`src/rtl/pfq_pkg.sv`:
```
package pfq_pkg;
  // Ping-pong organisation: exactly two line buffers.
  localparam int unsigned PFQ_NUM_BUF = 2;

  // Bookkeeping for the single outstanding line request.
  typedef struct packed {
    logic busy;    // a request is accepted and its response is due
    logic slot;    // buffer the response is destined for
    logic stale;   // a redirect happened since issue: drop the data
  } pfq_pend_t;
endpackage

```
`src/rtl/pfq_buffers.sv`:
```
module pfq_buffers #(
  parameter int unsigned LINE_BYTES = 16,
  localparam int unsigned LINE_W = LINE_BYTES * 8,
  localparam int unsigned NBUF = pfq_pkg::PFQ_NUM_BUF
) (
  input  logic                   clk,
  input  logic                   rst_n,
  input  logic                   flush_i,
  input  logic                   drain_en_i,
  input  logic                   drain_sel_i,
  input  logic                   fill_en_i,
  input  logic                   fill_sel_i,
  input  logic [LINE_W-1:0]      fill_data_i,
  output logic [NBUF-1:0]        full_o,
  output logic [NBUF*LINE_W-1:0] store_o
);

  logic [NBUF-1:0] full_q;
  logic [NBUF-1:0] full_d;

  // Occupancy next state: flush wins, else drain and fill touch
  // different slots by construction of the fetch order.
  always_comb begin
    full_d = full_q;
    if (flush_i) begin
      full_d = '0;
    end else begin
      if (drain_en_i) full_d[drain_sel_i] = 1'b0;
      if (fill_en_i)  full_d[fill_sel_i]  = 1'b1;
    end
  end

  always_ff @(posedge clk or negedge rst_n) begin
    if (!rst_n) full_q <= '0;
    else        full_q <= full_d;
  end

  // Line storage: no reset, written only under its clock enable.
  for (genvar g = 0; g < NBUF; g++) begin : g_line
    logic              wr_en;
    logic [LINE_W-1:0] line_q;

    assign wr_en = fill_en_i && (fill_sel_i == g[0]);

    always_ff @(posedge clk) begin
      if (wr_en) line_q <= fill_data_i;
    end

    assign store_o[g*LINE_W +: LINE_W] = line_q;
  end

  assign full_o = full_q;

endmodule

```
`src/rtl/pfq_window.sv`:
```
module pfq_window #(
  parameter int unsigned LINE_BYTES = 16,
  parameter int unsigned WIN_BYTES  = 3,
  localparam int unsigned OFS_W  = $clog2(LINE_BYTES),
  localparam int unsigned PTR_W  = OFS_W + 1,
  localparam int unsigned LINE_W = LINE_BYTES * 8,
  localparam int unsigned NBUF   = pfq_pkg::PFQ_NUM_BUF,
  localparam int unsigned CNT_W  = $clog2(WIN_BYTES + 1)
) (
  input  logic [PTR_W-1:0]       rd_ptr_i,
  input  logic [NBUF-1:0]        full_i,
  input  logic [NBUF*LINE_W-1:0] store_i,
  output logic [WIN_BYTES*8-1:0] win_data_o,
  output logic [CNT_W-1:0]       win_avail_o
);

  logic [WIN_BYTES-1:0] byte_ok;
  logic [7:0]           byte_val [WIN_BYTES];

  // One selector per window byte; the pointer wraps over both buffers.
  for (genvar i = 0; i < WIN_BYTES; i++) begin : g_byte
    logic [PTR_W-1:0] idx;
    assign idx         = rd_ptr_i + PTR_W'(i);
    assign byte_ok[i]  = full_i[idx[OFS_W]];
    assign byte_val[i] = store_i[int'(idx) * 8 +: 8];
  end

  // Leading-present count; bytes past the first hole are masked.
  always_comb begin
    logic run;
    run         = 1'b1;
    win_avail_o = '0;
    win_data_o  = '0;
    for (int i = 0; i < WIN_BYTES; i++) begin
      run = run & byte_ok[i];
      if (run) begin
        win_avail_o           = win_avail_o + CNT_W'(1);
        win_data_o[i*8 +: 8]  = byte_val[i];
      end
    end
  end

endmodule

```
`src/rtl/pfq_fetch_ctl.sv`:
```
module pfq_fetch_ctl #(
  parameter int unsigned LADDR_W    = 28,
  parameter logic [LADDR_W-1:0] RESET_LINE = '0,
  localparam int unsigned NBUF = pfq_pkg::PFQ_NUM_BUF
) (
  input  logic               clk,
  input  logic               rst_n,
  input  logic               redirect_i,
  input  logic [LADDR_W-1:0] redirect_line_i,
  input  logic [NBUF-1:0]    full_i,
  input  logic               cur_sel_i,
  input  logic               req_ready_i,
  input  logic               rsp_valid_i,
  output logic               req_valid_o,
  output logic [LADDR_W-1:0] req_line_o,
  output logic               fill_en_o,
  output logic               fill_sel_o
);
  import pfq_pkg::*;

  logic [LADDR_W-1:0] next_line_q, next_line_d;
  pfq_pend_t          pend_q, pend_d;
  logic               target;
  logic               need;
  logic               accept;
  logic               rsp_take;

  // Current buffer first when it is empty (only after a flush),
  // otherwise the one following it.
  assign target = full_i[cur_sel_i] ? ~cur_sel_i : cur_sel_i;
  assign need   = ~&full_i;

  assign req_valid_o = need && !pend_q.busy && !redirect_i;
  assign req_line_o  = next_line_q;
  assign accept      = req_valid_o && req_ready_i;
  assign rsp_take    = rsp_valid_i && pend_q.busy;

  assign fill_en_o  = rsp_take && !pend_q.stale && !redirect_i;
  assign fill_sel_o = pend_q.slot;

  always_comb begin
    next_line_d = next_line_q;
    pend_d      = pend_q;
    if (redirect_i) begin
      next_line_d = redirect_line_i;
    end else if (accept) begin
      next_line_d = next_line_q + LADDR_W'(1);
    end

    if (accept) begin
      pend_d.busy  = 1'b1;
      pend_d.slot  = target;
      pend_d.stale = 1'b0;
    end else if (rsp_take) begin
      pend_d.busy  = 1'b0;
      pend_d.stale = 1'b0;
    end else if (redirect_i && pend_q.busy) begin
      pend_d.stale = 1'b1;
    end
  end

  always_ff @(posedge clk or negedge rst_n) begin
    if (!rst_n) begin
      next_line_q <= RESET_LINE;
      pend_q      <= '0;
    end else begin
      next_line_q <= next_line_d;
      pend_q      <= pend_d;
    end
  end

endmodule

```
`src/rtl/prefetch_queue.sv`:
```
module prefetch_queue #(
  parameter int unsigned ADDR_W     = 32,
  parameter int unsigned LINE_BYTES = 16,
  parameter int unsigned WIN_BYTES  = 3,
  parameter logic [ADDR_W-1:0] RESET_ADDR = '0,
  localparam int unsigned OFS_W   = $clog2(LINE_BYTES),
  localparam int unsigned PTR_W   = OFS_W + 1,
  localparam int unsigned LADDR_W = ADDR_W - OFS_W,
  localparam int unsigned LINE_W  = LINE_BYTES * 8,
  localparam int unsigned CNT_W   = $clog2(WIN_BYTES + 1),
  localparam int unsigned NBUF    = pfq_pkg::PFQ_NUM_BUF
) (
  input  logic                   clk,
  input  logic                   rst_n,
  input  logic                   redirect_valid,
  input  logic [ADDR_W-1:0]      redirect_addr,
  input  logic [CNT_W-1:0]       consume,
  output logic [WIN_BYTES*8-1:0] win_data,
  output logic [CNT_W-1:0]       win_avail,
  output logic [ADDR_W-1:0]      win_addr,
  output logic                   mem_req_valid,
  input  logic                   mem_req_ready,
  output logic [ADDR_W-1:0]      mem_req_addr,
  input  logic                   mem_rsp_valid,
  input  logic [LINE_W-1:0]      mem_rsp_data
);

  localparam logic [LADDR_W-1:0] RESET_LINE = RESET_ADDR[ADDR_W-1:OFS_W];
  localparam logic [PTR_W-1:0]   RESET_PTR  = {1'b0, RESET_ADDR[OFS_W-1:0]};

  logic [PTR_W-1:0]       rd_ptr_q, rd_ptr_d;
  logic [LADDR_W-1:0]     cur_line_q, cur_line_d;
  logic                   crossed;
  logic [NBUF-1:0]        full;
  logic [NBUF*LINE_W-1:0] store;
  logic                   fill_en;
  logic                   fill_sel;
  logic [LADDR_W-1:0]     req_line;

  // Read position: redirect restarts in slot 0, otherwise advance.
  always_comb begin
    rd_ptr_d   = rd_ptr_q;
    cur_line_d = cur_line_q;
    crossed    = 1'b0;
    if (redirect_valid) begin
      rd_ptr_d   = {1'b0, redirect_addr[OFS_W-1:0]};
      cur_line_d = redirect_addr[ADDR_W-1:OFS_W];
    end else begin
      rd_ptr_d = rd_ptr_q + PTR_W'(consume);
      crossed  = rd_ptr_d[OFS_W] != rd_ptr_q[OFS_W];
      if (crossed) cur_line_d = cur_line_q + LADDR_W'(1);
    end
  end

  always_ff @(posedge clk or negedge rst_n) begin
    if (!rst_n) begin
      rd_ptr_q   <= RESET_PTR;
      cur_line_q <= RESET_LINE;
    end else begin
      rd_ptr_q   <= rd_ptr_d;
      cur_line_q <= cur_line_d;
    end
  end

  pfq_buffers #(
    .LINE_BYTES (LINE_BYTES)
  ) u_bufs (
    .clk         (clk),
    .rst_n       (rst_n),
    .flush_i     (redirect_valid),
    .drain_en_i  (crossed),
    .drain_sel_i (rd_ptr_q[OFS_W]),
    .fill_en_i   (fill_en),
    .fill_sel_i  (fill_sel),
    .fill_data_i (mem_rsp_data),
    .full_o      (full),
    .store_o     (store)
  );

  pfq_window #(
    .LINE_BYTES (LINE_BYTES),
    .WIN_BYTES  (WIN_BYTES)
  ) u_win (
    .rd_ptr_i    (rd_ptr_q),
    .full_i      (full),
    .store_i     (store),
    .win_data_o  (win_data),
    .win_avail_o (win_avail)
  );

  pfq_fetch_ctl #(
    .LADDR_W    (LADDR_W),
    .RESET_LINE (RESET_LINE)
  ) u_fetch (
    .clk             (clk),
    .rst_n           (rst_n),
    .redirect_i      (redirect_valid),
    .redirect_line_i (redirect_addr[ADDR_W-1:OFS_W]),
    .full_i          (full),
    .cur_sel_i       (rd_ptr_q[OFS_W]),
    .req_ready_i     (mem_req_ready),
    .rsp_valid_i     (mem_rsp_valid),
    .req_valid_o     (mem_req_valid),
    .req_line_o      (req_line),
    .fill_en_o       (fill_en),
    .fill_sel_o      (fill_sel)
  );

  assign win_addr     = {cur_line_q, rd_ptr_q[OFS_W-1:0]};
  assign mem_req_addr = {req_line, {OFS_W{1'b0}}};

endmodule

```
`config.mk`:
```
export PLATFORM = sky130hd
export DESIGN_NAME = prefetch_queue
export DESIGN_NICKNAME = d
export VERILOG_FILES = /design/src/rtl/pfq_pkg.sv /design/src/rtl/pfq_buffers.sv /design/src/rtl/pfq_window.sv /design/src/rtl/pfq_fetch_ctl.sv /design/src/rtl/prefetch_queue.sv
export SDC_FILE = /design/constraint.sdc
export NUM_CORES = 1
export LEC_CHECK = 0
export BUFFER_PORTS_ARGS = -buffer_cell sky130_fd_sc_hd__buf_4
export CAP_MARGIN = 20
export CELL_PAD_IN_SITES_DETAIL_PLACEMENT = 1
export CELL_PAD_IN_SITES_GLOBAL_PLACEMENT = 2
export CORE_MARGIN = 4
export CORE_UTILIZATION = 45
export DETAILED_ROUTE_END_ITERATION = 10
export PLACE_DENSITY = 0.86
export SLEW_MARGIN = 0
export SYNTH_ARGS = -nofsm -noshare
export SYNTH_HDL_FRONTEND = slang
export SYNTH_HIERARCHICAL = 1
export SYNTH_SLANG_ARGS = --single-unit
```
`constraint.sdc`:
```
create_clock -name clk -period 12.8 [get_ports clk]
set_input_delay 1.92 -clock clk [delete_from_list [all_inputs] [get_ports clk]]
set_output_delay 1.92 -clock clk [all_outputs]
set_load 0.1 [all_outputs]
```
# Word-level counts from Yosys, hierarchy flattened
# Index checks and enable logic that the tools add are counted.
# totals
inputBits	167
regBits	322
wordCells	85
output_inout_bits	91
# classes
n_eq_ne	1
n_shift	3
magnitude_cmp	6
mux	32
bitwise_logic	7
reduce_logical	20
n_addsub	7
# op_table
cell	n
256-bit by 9-bit variable part select with 8-bit output	3
28-bit 2-to-1 mux	4
28-bit by 1-bit adder with 28-bit output (second input constant)	2
8-bit 2-to-1 mux	3
1-bit 2-to-1 mux	16
2-bit 2-to-1 mux	6
1-bit logical AND	11
1-bit by 2-bit less-than comparator with 1-bit output (second input constant)	4
2-bit nonzero test	3
5-bit by 1-bit adder with 5-bit output (second input constant)	1
5-bit by 2-bit adder with 5-bit output	1
5-bit by 2-bit adder with 5-bit output (second input constant)	1
5-bit 2-to-1 mux	1
1-bit zero test	4
3-bit nonzero test	1
1-bit by 1-bit adder with 2-bit output (second input constant)	1
2-bit by 1-bit adder with 2-bit output (second input constant)	1
1-bit AND	2
2-bit AND	1
1-bit demux with 1-bit select	2
1-bit >= comparator (second input constant)	2
1-bit inverter	2
2-bit inverter	1
2-bit OR	1
2 further kinds	2

# Depth between registers and ports, before layout
# logic_depth
word_depth	11
ltp_mapped	8
ltp_nobuf	7

# Hierarchy
# Netlist, hierarchy kept.
# modules_own_cells
module	cells_per_inst	seq_area_each_um2	instances	area_each_um2
pfq_buffers	266	7737.4	1	7793.7
pfq_window	515	0.0	1	6630.1
prefetch_queue	223	825.8	1	1974.4
pfq_fetch_ctl	203	775.7	1	1866.8

# Worst setup path before layout
# No wires, ideal clock.
# synth_path
kind	input port to flip-flop
from	input redirect_valid
to	register u_bufs.full_q[0], in the netlist u_bufs/full_o[0]
t_required_ps	12722
setup_time_ps	78
path_buffers	2
stages	5
path_slack_ps	6362
arrival_ps	6360
path_cell_list	clkbuf_1 -> clkbuf_1 -> nor4bb_1 -> nor2b_2 -> a22o_1
# synth_via
word_cells_on_any_way	8
classes_between	mux: 5; bitwise: 1; reduce/logical: 2
# synth_lines
item	line_no	source
start: declaration	prefetch_queue.sv:15	input logic redirect_valid,
1-bit zero test	pfq_fetch_ctl.sv:38	assign fill_en_o = rsp_take && !pend_q.stale && !redirect_i;
1-bit logical AND	pfq_fetch_ctl.sv:38	
named net fill_en	prefetch_queue.sv:36	logic fill_en;
2-bit 2-to-1 mux	pfq_buffers.sv:29	if (fill_en_i) full_d[fill_sel_i] = 1'b1;
2-bit 2-to-1 mux	pfq_buffers.sv:25	if (flush_i) begin
named net u_bufs.full_d[0]	pfq_buffers.sv:19	logic [NBUF-1:0] full_d;
end signal: assignment	pfq_buffers.sv:35	else full_q <= full_d;
end: declaration	pfq_buffers.sv:18	logic [NBUF-1:0] full_q;
# The timed path passes the listed nets, and every way through them passes these cells. The select of a mux whose other input is x is not followed.
# A chain may end at the register's enable or synchronous reset.

# Final worst setup path
# layout_path
from	register rd_ptr_q[1]
to	output win_data[16]
# layout_via
elab_chain_cells	6
word_cells_on_any_way	10
classes_between	add/sub: 2; shift: 1; mux: 5; bitwise: 2
# layout_lines
item	line_no	source
start: declaration	prefetch_queue.sv:31	logic [PTR_W-1:0] rd_ptr_q, rd_ptr_d;
start signal: assignment	prefetch_queue.sv:60	rd_ptr_q <= rd_ptr_d;
branches (longest 5 deep; another with 5-bit by 2-bit adder with 5-bit output)	n/a	
8-bit 2-to-1 mux *	pfq_window.sv:36	if (run) begin
end: declaration	prefetch_queue.sv:18	output logic [WIN_BYTES*8-1:0] win_data,
# Every way passes the cells marked *. The select of a mux whose other input is x is not followed.

==> impl_metrics.tcl <==
set metrics [dict create \
    drt_iter0_drc 1054 \
    power_switching_uw 1120 \
    crit_path_end_kind "primary output" \
    tns_ns 0 \
    post_cts_buffers 0 \
    start_kind "register" \
    crit_chain "ha_4 -> buf_4 -> mux2i_1 -> mux4_2 -> a2111oi_0 -> a211o_1 -> buf_4" \
    finalMaxSlewViolations 0 \
    initial_core_util_pct 45.8 \
    swShare_pct 33.4 \
    crit_path_top_delay_cell "dfrtp_4" \
    dr.pass1.iters 5 \
    io-pin-count 258 \
    cts-buffers-inserted 38 \
    power_frac_comb_pct 31.6 \
    path_clk_slew_ns 0.06 \
    cts_tree "yes" \
    die_y_um 209 \
    synth_cell_types 71 \
    place_hpwl_um 40100 \
    area_growth_pct 19.2 \
    drtAntennaViolNets 0 \
    synth-seq-cells 322 \
    rsz0062_at_grt "no" \
    path_delay_family "flip-flops" \
    yosys_warnings 6 \
    hold_path.class "register to register" \
    cpMostUsedCell "buf_4" \
    clock_sinks 322 \
    finalCriticalPeriod_ns 6.51 \
    final_cell_mix "273 x buf_4, 256 x edfxtp_1, 187 x mux4_2" \
    crit_type "register to primary output" \
    worstPathMaxFanout 53 \
    max_stage_delay_ns 1.04 \
    synth-seq-area-share_pct 51.1 \
    row_count 73 \
    async_flop_share_pct 20.5 \
    wirelength_um 57700 \
    worst_pin_slew_ns 1.14 \
    syn_inst 1207 \
    overflow 0 \
    drive_above_1_share_pct 41.6 \
    gp_congestion 0.869 \
    finClkSkew_ns 0.0206 \
    drc_errors 0 \
    fmaxAchievable_ghz 0.153 \
    drv_cap 0 \
    die-area_sq_mm 0.0439 \
    syn-mean-instance-area_sq_um 15.1 \
    max-vdd-ir-drop_v 0.0000786 \
    cp.required_ns 10.88 \
    cts.repair.resized 0 \
    h-tree-depth 2 \
    vias 12933 \
    p_int_uw 2240 \
    hold_ws_ns 0.580 \
    seqPwrFrac_pct 37.0 \
    clk_latency_ns 0.56 \
    post_drt_via_cell_ratio 6.52 \
    cts_root_buffer "clkbuf_16" \
    finalSetupViolations 0 \
    synth.cell_area_sq_mm 0.0183 \
    nets 1603 \
    period_share_pct 50.9 \
    cp_num_buf_inv 2 \
    pwr-share-clk_pct 31.4 \
    p_leak_uw 0.00779 \
    hold_buffers 0 \
    first_global_vias 13615 \
    core_sq_mm 0.0399 \
    portBuffers 253 \
    status "finished, final reports clean" \
    synthFlopType "edfxtp_1" \
    antenna_found_initial 2 \
    cts_max_path_buffers 3 \
    final_common_cell "buf_4" \
    wl_per_cell_um 29.1 \
    crit_arrival_ns 4.59 \
    grt_max_degree 78 \
    grt_use_total_pct 25.8 \
    grt_pass1_wl_um 86400 \
    slew_headroom_pct 23.3 \
    die_x_um 209 \
    p_per_area_mw_per_mm2 155 \
    finalHoldViolations 0 \
    synth-edff-count 256 \
]
==> worst reg2reg max path, cell delays in order, from the launching register on <==
cell      delay [ns]
dfrtp_4         1.04
buf_4           0.76
inv_1           0.16
fa_1            0.48
nand3b_4        0.27
or4_4           0.72
or4_1           0.54
a31oi_1         0.18
==> worst paths after layout <==
kind | startpoint | endpoint | slack [ns] | depth (start not counted)
max in group asynchronous | rst_n | rd_ptr_q[1] | 10.60 | 1
worst min-delay path | u_fetch/pend_q[0] | u_fetch/pend_q[0] | 0.58 | 2
worst max-delay path | rd_ptr_q[1] | win_data[16] | 6.29 | 7
worst min register to register | u_fetch/pend_q[0] | u_fetch/pend_q[0] | 0.58 | 2
worst max register to register | rd_ptr_q[1] | cur_line_q[21] | 8.59 | 7
min in group asynchronous | rst_n | cur_line_q[1] | 1.51 | 1
==> logic make-up after synthesis <==
logic type | count (synthesis) | synth area share (%)
AO/OA/AOI/OAI | 151 | 6.11
XOR/XNOR | 22 | 1.10
adder cells (fa/ha/maj) | 7 | 0.521
buffers and inverters | 120 | 3.41
flip-flops | 322 | 51.1
multiplexers | 289 | 29.0
other | 1 | 0.0205
AND/OR/NAND/NOR | 295 | 8.71
==> metrics by stage <==
| step | util (%) | area (sq um) | cells | total power, uW | setup WS [ns] |
|---|---|---|---|---|---|
| 2_1_floorplan | - | 18300 | 1210 | 2050 | 6.36 |
| 3_3_place_gp | 51.4 | 20500 | 1911 | 2300 | 6.92 |
| 3_5_place_dp | 51.4 | 20500 | 1911 | 2320 | 6.81 |
| 4_1_cts | 54.4 | 21700 | 1978 | 3380 | 6.22 |
| 5_1_grt | 54.6 | 21800 | 1984 | 3500 | 5.98 |
| 6_report | 54.6 | 21800 | 1984 | 3370 | 6.29 |
==> final cells by class <==
type	instances	area (sq um)
repair buffers	276	2110
flip-flops and latches	322	9350
inverters	23	86.3
multi-input cells	768	8380
diodes	3	7.51
clock inverters	20	188
clock buffers	47	1010
fillers	3850	18100
well taps	525	657
==> power by group through the flow <==
stage                     Sequential [uW]  Clock, uW  Combinational, uW
after floorplan                      1350          0                700
after global placement               1260          0               1030
after detailed placement             1270          0               1050
after CTS                            1250       1080               1060
after global routing                 1250       1130               1120
final                                1250       1060               1060
==> cells in the mapped netlist (4+ instances only) <==
cell type  instances  area (sq um)
a2111oi_0         10          87.6
clkbuf_1          36           135
o311ai_0          17           149
o22ai_1           11          68.8
mux2i_1           50           500
a31oi_1           22           138
ha_1               6          75.1
xnor2_1           13           114
nor4_1             6          37.5
nand4_1           53           332
nor2_1            30           113
mux4_2           187          4210
dfrtp_1           66          1650
xor2_1             8          70.1
nor3_1             8          40.0
a211o_1            5          43.8
a21oi_1            7          35.0
buf_6              4          45.0
edfxtp_1         256          7690
buf_4             13          97.6
a221o_1           11           110
nand3_1           26           130
buf_1              5          18.8
and4_1             5          43.8
nand2_1          108           405
o211ai_1           7          52.6
inv_1             21          78.8
buf_2             36           180
mux2_2            52           586
and2_1             6          37.5
and4_4             4          45.0
or4_1             17           128
o31ai_1           14           105
and3_1             4          25.0
or3_1              5          31.3
o21ai_0           27           135
==> layer usage <==
layer  GRT usage, %  wire length [um]  vias up
met2           42.1             28500      562
met3           5.47              4170      106
met4           8.62              1960        0
li1               -                 -     5485
met5              0                 0        -
met1           34.7             23000     6780
==> flip-flops by register name, summed over array words and instances (netlist names) <==
name                  flops
u_bufs/g_line.line_q    256
u_fetch/req_line_o       28
u_fetch/fill_sel_o        1
cur_line_q               28
u_bufs/full_o             2
rd_ptr_q                  5
u_fetch/pend_q            2
No activity file was read; power rests on OpenSTA's default activity.
